### src/rtl/wsp_pkg.sv
package wsp_pkg;

  typedef enum logic [1:0] {
    OP_PROG  = 2'd0,
    OP_SECT  = 2'd1,
    OP_BLOCK = 2'd2,
    OP_CHIP  = 2'd3
  } wsp_op_e;

  localparam int unsigned POLL_BIT   = 7;
  localparam int unsigned TOGGLE_BIT = 6;

  // Completion flag while busy: inverted write bit for a program, 0 for erase.
  function automatic logic poll_flag(input wsp_op_e op, input logic wbit);
    return (op == OP_PROG) ? ~wbit : 1'b0;
  endfunction

endpackage

### src/rtl/wsp_rst_sync.sv
module wsp_rst_sync (
  input  logic clk,
  input  logic rst_n,
  output logic rst_n_sync
);
  logic [1:0] sync_q;

  always_ff @(posedge clk or negedge rst_n) begin
    if (!rst_n) sync_q <= 2'b00;
    else        sync_q <= {sync_q[0], 1'b1};
  end

  assign rst_n_sync = sync_q[1];
endmodule

### src/rtl/wsp_op_timer.sv
module wsp_op_timer
  import wsp_pkg::*;
#(
  parameter int unsigned DATA_W   = 16,
  parameter int unsigned PROG_CYC = 500,
  parameter int unsigned SECT_CYC = 200000,
  parameter int unsigned BLK_CYC  = 500000,
  parameter int unsigned CHIP_CYC = 1000000
) (
  input  logic              clk,
  input  logic              rst_n,
  input  logic              start,
  input  wsp_op_e           op,
  input  logic [DATA_W-1:0] wdata,
  output logic              accept,
  output logic              busy,
  output logic              done,
  output wsp_op_e           lat_op,
  output logic [DATA_W-1:0] lat_data
);
  localparam int unsigned MAX_A = (PROG_CYC > SECT_CYC) ? PROG_CYC : SECT_CYC;
  localparam int unsigned MAX_B = (BLK_CYC > CHIP_CYC) ? BLK_CYC : CHIP_CYC;
  localparam int unsigned MAX_C = (MAX_A > MAX_B) ? MAX_A : MAX_B;
  localparam int unsigned CW    = $clog2(MAX_C + 1);

  function automatic logic [CW-1:0] last_count(input wsp_op_e k);
    case (k)
      OP_PROG:  return CW'(PROG_CYC - 1);
      OP_SECT:  return CW'(SECT_CYC - 1);
      OP_BLOCK: return CW'(BLK_CYC - 1);
      default:  return CW'(CHIP_CYC - 1);
    endcase
  endfunction

  logic [CW-1:0]     cnt_q, cnt_d;
  logic              busy_q, busy_d;
  wsp_op_e           op_q, op_d;
  logic [DATA_W-1:0] data_q, data_d;

  assign accept = start && !busy_q;
  assign done   = busy_q && (cnt_q == '0);

  always_comb begin
    cnt_d  = cnt_q;
    busy_d = busy_q;
    op_d   = op_q;
    data_d = data_q;
    if (accept) begin
      cnt_d  = last_count(op);
      busy_d = 1'b1;
      op_d   = op;
      data_d = wdata;
    end else if (done) begin
      busy_d = 1'b0;
    end else if (busy_q) begin
      cnt_d = cnt_q - 1'b1;
    end
  end

  always_ff @(posedge clk or negedge rst_n) begin
    if (!rst_n) begin
      cnt_q  <= '0;
      busy_q <= 1'b0;
      op_q   <= OP_PROG;
      data_q <= '0;
    end else begin
      cnt_q  <= cnt_d;
      busy_q <= busy_d;
      op_q   <= op_d;
      data_q <= data_d;
    end
  end

  assign busy     = busy_q;
  assign lat_op   = op_q;
  assign lat_data = data_q;

  // Independent length counter for the duration check.
  logic [CW-1:0] chk_len_q;
  always_ff @(posedge clk or negedge rst_n) begin
    if (!rst_n)           chk_len_q <= '0;
    else if (accept)      chk_len_q <= '0;
    else if (busy_q)      chk_len_q <= chk_len_q + 1'b1;
  end

  p_busy_len_r2: assert property (@(posedge clk) disable iff (!rst_n)
    done |-> (chk_len_q == last_count(op_q)));
  p_start_rises_r2: assert property (@(posedge clk) disable iff (!rst_n)
    (start && !busy) |=> busy);
  p_done_in_busy_r3: assert property (@(posedge clk) disable iff (!rst_n)
    done |-> busy);
  p_busy_falls_r3: assert property (@(posedge clk) disable iff (!rst_n)
    done |=> (!busy && !done));
  p_ignore_start_r4: assert property (@(posedge clk) disable iff (!rst_n)
    (start && busy) |=> ($stable(lat_data) && $stable(lat_op)));
endmodule

### src/rtl/wsp_toggle.sv
module wsp_toggle (
  input  logic clk,
  input  logic rst_n,
  input  logic accept,
  input  logic rd_stb,
  input  logic busy,
  output logic tog
);
  logic tog_q, tog_d;

  always_comb begin
    tog_d = tog_q;
    if (accept)              tog_d = 1'b1;
    else if (rd_stb && busy) tog_d = ~tog_q;
  end

  always_ff @(posedge clk or negedge rst_n) begin
    if (!rst_n) tog_q <= 1'b1;
    else        tog_q <= tog_d;
  end

  assign tog = tog_q;

  p_first_read_one_r7: assert property (@(posedge clk) disable iff (!rst_n)
    accept |=> tog);
  p_flip_per_read_r7: assert property (@(posedge clk) disable iff (!rst_n)
    (rd_stb && busy && !accept) |=> (tog != $past(tog)));
endmodule

### src/rtl/wsp_read_mux.sv
module wsp_read_mux
  import wsp_pkg::*;
#(
  parameter int unsigned DATA_W = 16
) (
  input  logic              clk,
  input  logic              rst_n,
  input  logic              rd_stb,
  input  logic              busy,
  input  wsp_op_e           lat_op,
  input  logic [DATA_W-1:0] lat_data,
  input  logic              tog,
  input  logic [DATA_W-1:0] array_rdata,
  output logic [DATA_W-1:0] rd_data
);
  logic [DATA_W-1:0] rd_q, rd_d;

  always_comb begin
    rd_d = rd_q;
    if (rd_stb) begin
      if (busy) begin
        rd_d             = lat_data;
        rd_d[POLL_BIT]   = poll_flag(lat_op, lat_data[POLL_BIT]);
        rd_d[TOGGLE_BIT] = tog;
      end else begin
        rd_d = array_rdata;
      end
    end
  end

  always_ff @(posedge clk or negedge rst_n) begin
    if (!rst_n) rd_q <= '0;
    else        rd_q <= rd_d;
  end

  assign rd_data = rd_q;

  p_erase_flag_low_r6: assert property (@(posedge clk) disable iff (!rst_n)
    (rd_stb && busy && lat_op != OP_PROG) |=> !rd_data[POLL_BIT]);
  p_idle_read_r9: assert property (@(posedge clk) disable iff (!rst_n)
    (rd_stb && !busy) |=> (rd_data == $past(array_rdata)));
  p_hold_r9: assert property (@(posedge clk) disable iff (!rst_n)
    !rd_stb |=> $stable(rd_data));
endmodule

### src/rtl/wsp_status_gen.sv
module wsp_status_gen
  import wsp_pkg::*;
#(
  parameter int unsigned DATA_W   = 16,
  parameter int unsigned PROG_CYC = 500,
  parameter int unsigned SECT_CYC = 200000,
  parameter int unsigned BLK_CYC  = 500000,
  parameter int unsigned CHIP_CYC = 1000000
) (
  input  logic              clk,
  input  logic              rst_n,
  input  logic              op_start,
  input  logic [1:0]        op_kind,
  input  logic [DATA_W-1:0] op_wdata,
  input  logic              rd_stb,
  input  logic [DATA_W-1:0] array_rdata,
  output logic [DATA_W-1:0] rd_data,
  output logic              busy,
  output logic              done
);
  logic              rst_n_i;
  logic              accept;
  logic              tog;
  wsp_op_e           lat_op;
  logic [DATA_W-1:0] lat_data;

  wsp_rst_sync u_rst (
    .clk        (clk),
    .rst_n      (rst_n),
    .rst_n_sync (rst_n_i)
  );

  wsp_op_timer #(
    .DATA_W   (DATA_W),
    .PROG_CYC (PROG_CYC),
    .SECT_CYC (SECT_CYC),
    .BLK_CYC  (BLK_CYC),
    .CHIP_CYC (CHIP_CYC)
  ) u_timer (
    .clk      (clk),
    .rst_n    (rst_n_i),
    .start    (op_start),
    .op       (wsp_op_e'(op_kind)),
    .wdata    (op_wdata),
    .accept   (accept),
    .busy     (busy),
    .done     (done),
    .lat_op   (lat_op),
    .lat_data (lat_data)
  );

  wsp_toggle u_toggle (
    .clk    (clk),
    .rst_n  (rst_n_i),
    .accept (accept),
    .rd_stb (rd_stb),
    .busy   (busy),
    .tog    (tog)
  );

  wsp_read_mux #(
    .DATA_W (DATA_W)
  ) u_mux (
    .clk         (clk),
    .rst_n       (rst_n_i),
    .rd_stb      (rd_stb),
    .busy        (busy),
    .lat_op      (lat_op),
    .lat_data    (lat_data),
    .tog         (tog),
    .array_rdata (array_rdata),
    .rd_data     (rd_data)
  );
endmodule

### config.mk
export PLATFORM = sky130hd
export DESIGN_NAME = wsp_status_gen
export DESIGN_NICKNAME = d
export VERILOG_FILES = /design/src/rtl/wsp_pkg.sv /design/src/rtl/wsp_rst_sync.sv /design/src/rtl/wsp_op_timer.sv /design/src/rtl/wsp_toggle.sv /design/src/rtl/wsp_read_mux.sv /design/src/rtl/wsp_status_gen.sv
export SDC_FILE = /design/constraint.sdc
export NUM_CORES = 1
export LEC_CHECK = 0
export CAP_MARGIN = 5
export CORE_AREA = 2 2 72 91
export CTS_BUF_LIST = sky130_fd_sc_hd__clkbuf_4
export CTS_CLUSTER_SIZE = 16
export DETAILED_ROUTE_END_ITERATION = 10
export DIE_AREA = 0 0 74 93
export PLACE_DENSITY = 0.79
export SLEW_MARGIN = 20
export SYNTH_ARGS = -nofsm -noshare
export SYNTH_HDL_FRONTEND = slang
export SYNTH_SLANG_ARGS = --single-unit
### constraint.sdc
create_clock -name clk -period 1.6 [get_ports clk]
set_input_delay 0.16 -clock clk [delete_from_list [all_inputs] [get_ports clk]]
set_output_delay 0.16 -clock clk [all_outputs]
set_load 0.02 [all_outputs]
==> impl_metrics.csv <==
group,metric,value,unit
run_status,status,"finished with violations",
run_status,violations,"setup timing",
worst_setup_path,start_kind,"register",
die,dieArea,6880,µm²
die,coreArea,6050,µm²
synth,synth-main-ff-cell,"dfrtp_1",
grt,antenna_found_initial,0,
timing,setup_slack,-441,ps
worst_setup_path,reg2reg_depth,7,
routing,first_pass_iters,4,
timing,tns,-5400,ps
power,pwr-share-comb,0.360,
routing,drt_iter0_drc,163,
clock_tree,clkSlewWorstSetupHoldPaths,100,ps
timing,fin_worst_skew,16.6,ps
synth,syn_area_per_cell,9.54,µm²
cells_and_area,final_common_cell,"buf_4",
cells_and_area,nNetsFinal,466,
worst_setup_path,reg2reg_slack,-440,ps
worst_setup_path,cp.required,1880,ps
clock_tree,worst_skew_pair.late_latency,400,ps
place,dpl_cell_area,3940,µm²
timing,post-route-min-period,2040,ps
power,seq_power_share,0.401,
timing,min_period_over_period,1.28,
routing,postRouteAntennaNets,0,
place,hpwl,5620,µm
timing,setup_viol_count_final,22,
place,portBuffers,54,
routing,drt-wirelength-per-cell,15.9,µm
power,peakVddDrop,0.684,mV
clock_tree,cts_sinks,57,
clock_tree,cts_root_buf,"clkbuf_4",
cells_and_area,final_cell_mix,"72 x buf_4, 56 x nand2_1, 52 x dfrtp_1",
synth,synth_edf_count,0,
worst_setup_path,worst-path-max-fanout,3,
worst_setup_path,worstPathArrival,2320,ps
place,preCtsSetupSlack,-351,ps
die,die_x,74,µm
cells_and_area,diodes,0,
grt,first_global_vias,2773,
cells_and_area,final_area,4400,µm²
job,cap_violations,0,
clock_tree,cts_max_path_buffers,2,
grt,grt.total_usage,0.252,
timing,rsz0062_at_grt,"yes",
timing,finalHoldViolCount,0,
routing,via_per_inst,5.27,
die,initial_core_util,0.465,
power,p_leak,2.04,nW
grt,grt_max_degree,35,
worst_setup_path,endpoint_kind,"register",
grt,overflow,0,
cells_and_area,final_cells,516,
synth,synthesis.area,2810,µm²
synth,ys_seq_area_frac,0.507,
worst_setup_path,r2r_start,"u_timer.cnt_q[10]",
power,switching_share,0.321,
routing,drc_errors,0,
clock_tree,ctsHtreeMaxLevel,3,
synth,synthArstFlopShare,1.00,
power,p_int,0.00333,W
timing,drv_slew,0,
grt,grt_pass1_wl,13200,µm
synth,synth_nets,335,
min_path,hold_class,"reg2async",
worst_setup_path,cpPeakStageDelay,420,ps
grt,grt.busiest_layer,"met2",
grt,use_met2,0.410,
grt,use_met3,0.0593,
power,p_clk_frac,0.239,
synth,synth_cells,295,
power,power.density_cell_area,1120,nW/µm²
routing,drt-total-wl,8190,µm
cells_and_area,syn2layout_area_growth,56.3,%
cells_and_area,drive_gt1_frac,0.327,
synth,synth_seq_cells,57,
worst_setup_path,criticalPathCategory,"reg2reg",
synth,synth_cell_type_count,53,
power,power.switching,0.00157,W
place,dpl.cell_count,488,
worst_setup_path,crit_slowest_cell,"dfrtp_2",
place,place.gp.congestion,0.952,
die,num_rows,32,
timing,fmaxAchievable,490,MHz
clock_tree,cts_tree,"done",
synth,yosys_warnings,0,
routing,route.vias.total,2720,
die,io_pins,56,
worst_setup_path,cp_cell_sequence,"buf_4 > nor4_4 > nand4_4 > buf_6 > o211ai_1 > xor2_1 > a211oi_2",
worst_setup_path,r2r-end,"u_timer.cnt_q[14]",
clock_tree,cts_buffers,9,
grt,use_met1,0.308,
die,die_y,93,µm
timing,whs,259,ps
-- cells by family (layout without fill, tap and decap cells) --
kind of cell | Yosys count | count (layout) | synth area share
adders and majority gates | 2 | 2 | 0.00889
and+or+nand+nor | 129 | 129 | 0.231
buffers and inverters | 21 | 157 | 0.0365
AOI/OAI and AO/OA | 61 | 61 | 0.133
xor gates and xnor gates | 8 | 8 | 0.0249
other | 1 | 1 | 0.00133
muxes | 16 | 16 | 0.0569
DFF | 57 | 57 | 0.507
-- cell usage after synthesis (4+ instances only) --
| cell type | instances | area, µm² |
|---|---|---|
| a211oi_1 | 5 | 37.5 |
| o21ai_0 | 11 | 55.1 |
| xnor2_1 | 6 | 52.6 |
| nand2_1 | 57 | 214 |
| nand3_1 | 4 | 20.0 |
| mux2i_1 | 16 | 160 |
| nor2_1 | 31 | 116 |
| clkbuf_1 | 11 | 41.3 |
| inv_1 | 4 | 15.0 |
| dfrtp_1 | 56 | 1400 |
| a21oi_1 | 29 | 145 |
| nor3_1 | 8 | 40.0 |
-- routing by layer --
layer,vias up,part of all wire
li1,1294,-
met1,1285,0.38
met2,110,0.52
met3,31,0.055
met4,0,0.045
met5,-,0
-- power groups by stage --
stage	clock network (W)	logic (W)	registers (W)
2_1_floorplan	0	0.000574	0.00208
6_report	0.00117	0.00177	0.00197
3_5_place_dp	0	0.00146	0.00198
4_1_cts	0.00120	0.00165	0.00197
3_3_place_gp	0	0.00143	0.00197
5_1_grt	0.00127	0.00191	0.00200
-- stage by stage --
step,power [W],util
after global placement,0.00340,0.652
after floorplan,0.00265,-
after CTS,0.00482,0.711
after global routing,0.00517,0.727
final,0.00491,0.727
after detailed placement,0.00345,0.652
-- sequential cells by signal, summed over array words and instances (netlist names) --
register,flops
u_rst.sync_q,2
u_timer.lat_data,15
u_timer.lat_op,2
u_timer.busy,1
u_mux.rd_data,16
u_timer.cnt_q,20
u_toggle.tog,1
-- worst max-delay path, delay by kind of cell (launching register included) --
kind | cells | cell delay, ps
and+or+nand+nor | 2 | 530
DFF | 1 | 420
AOI/OAI and AO/OA | 2 | 340
buffers and inverters | 2 | 320
xor gates and xnor gates | 1 | 320
-- how the worst max path moves through the flow --
stage | start | end | slack (ps) | cells past startpoint
after floorplan | u_timer.cnt_q[0] | u_timer.cnt_q[17] | -280 | 9
after global placement | u_timer.cnt_q[0] | done | -310 | 6
after detailed placement | u_timer.cnt_q[1] | done | -350 | 6
after CTS | u_timer.cnt_q[0] | done | -330 | 6
after global routing | u_timer.cnt_q[10] | u_timer.cnt_q[14] | -510 | 7
final | u_timer.cnt_q[10] | u_timer.cnt_q[14] | -440 | 7
-- final cells by class --
class,instances,area [µm²]
Clock inverter,5,71.3
Timing Repair Buffer,136,1200
Tap cell,85,106
Sequential cell,57,1430
Fill cell,406,1650
Clock buffer,11,82.6
Multi-Input combinational cell,217,1480
Inverter,5,18.8
-- what timing repair did --
action / in CTS / in global routing
hold endpoints to repair: 2 / 0
hold buffers: 1 / 0
endpoints found under the setup margin: 22 / 27
gates resized for setup: 50 / 18
pin swaps: 14 / 16
setup buffers: 8 / 7
No activity file was read; power rests on OpenSTA's default activity.
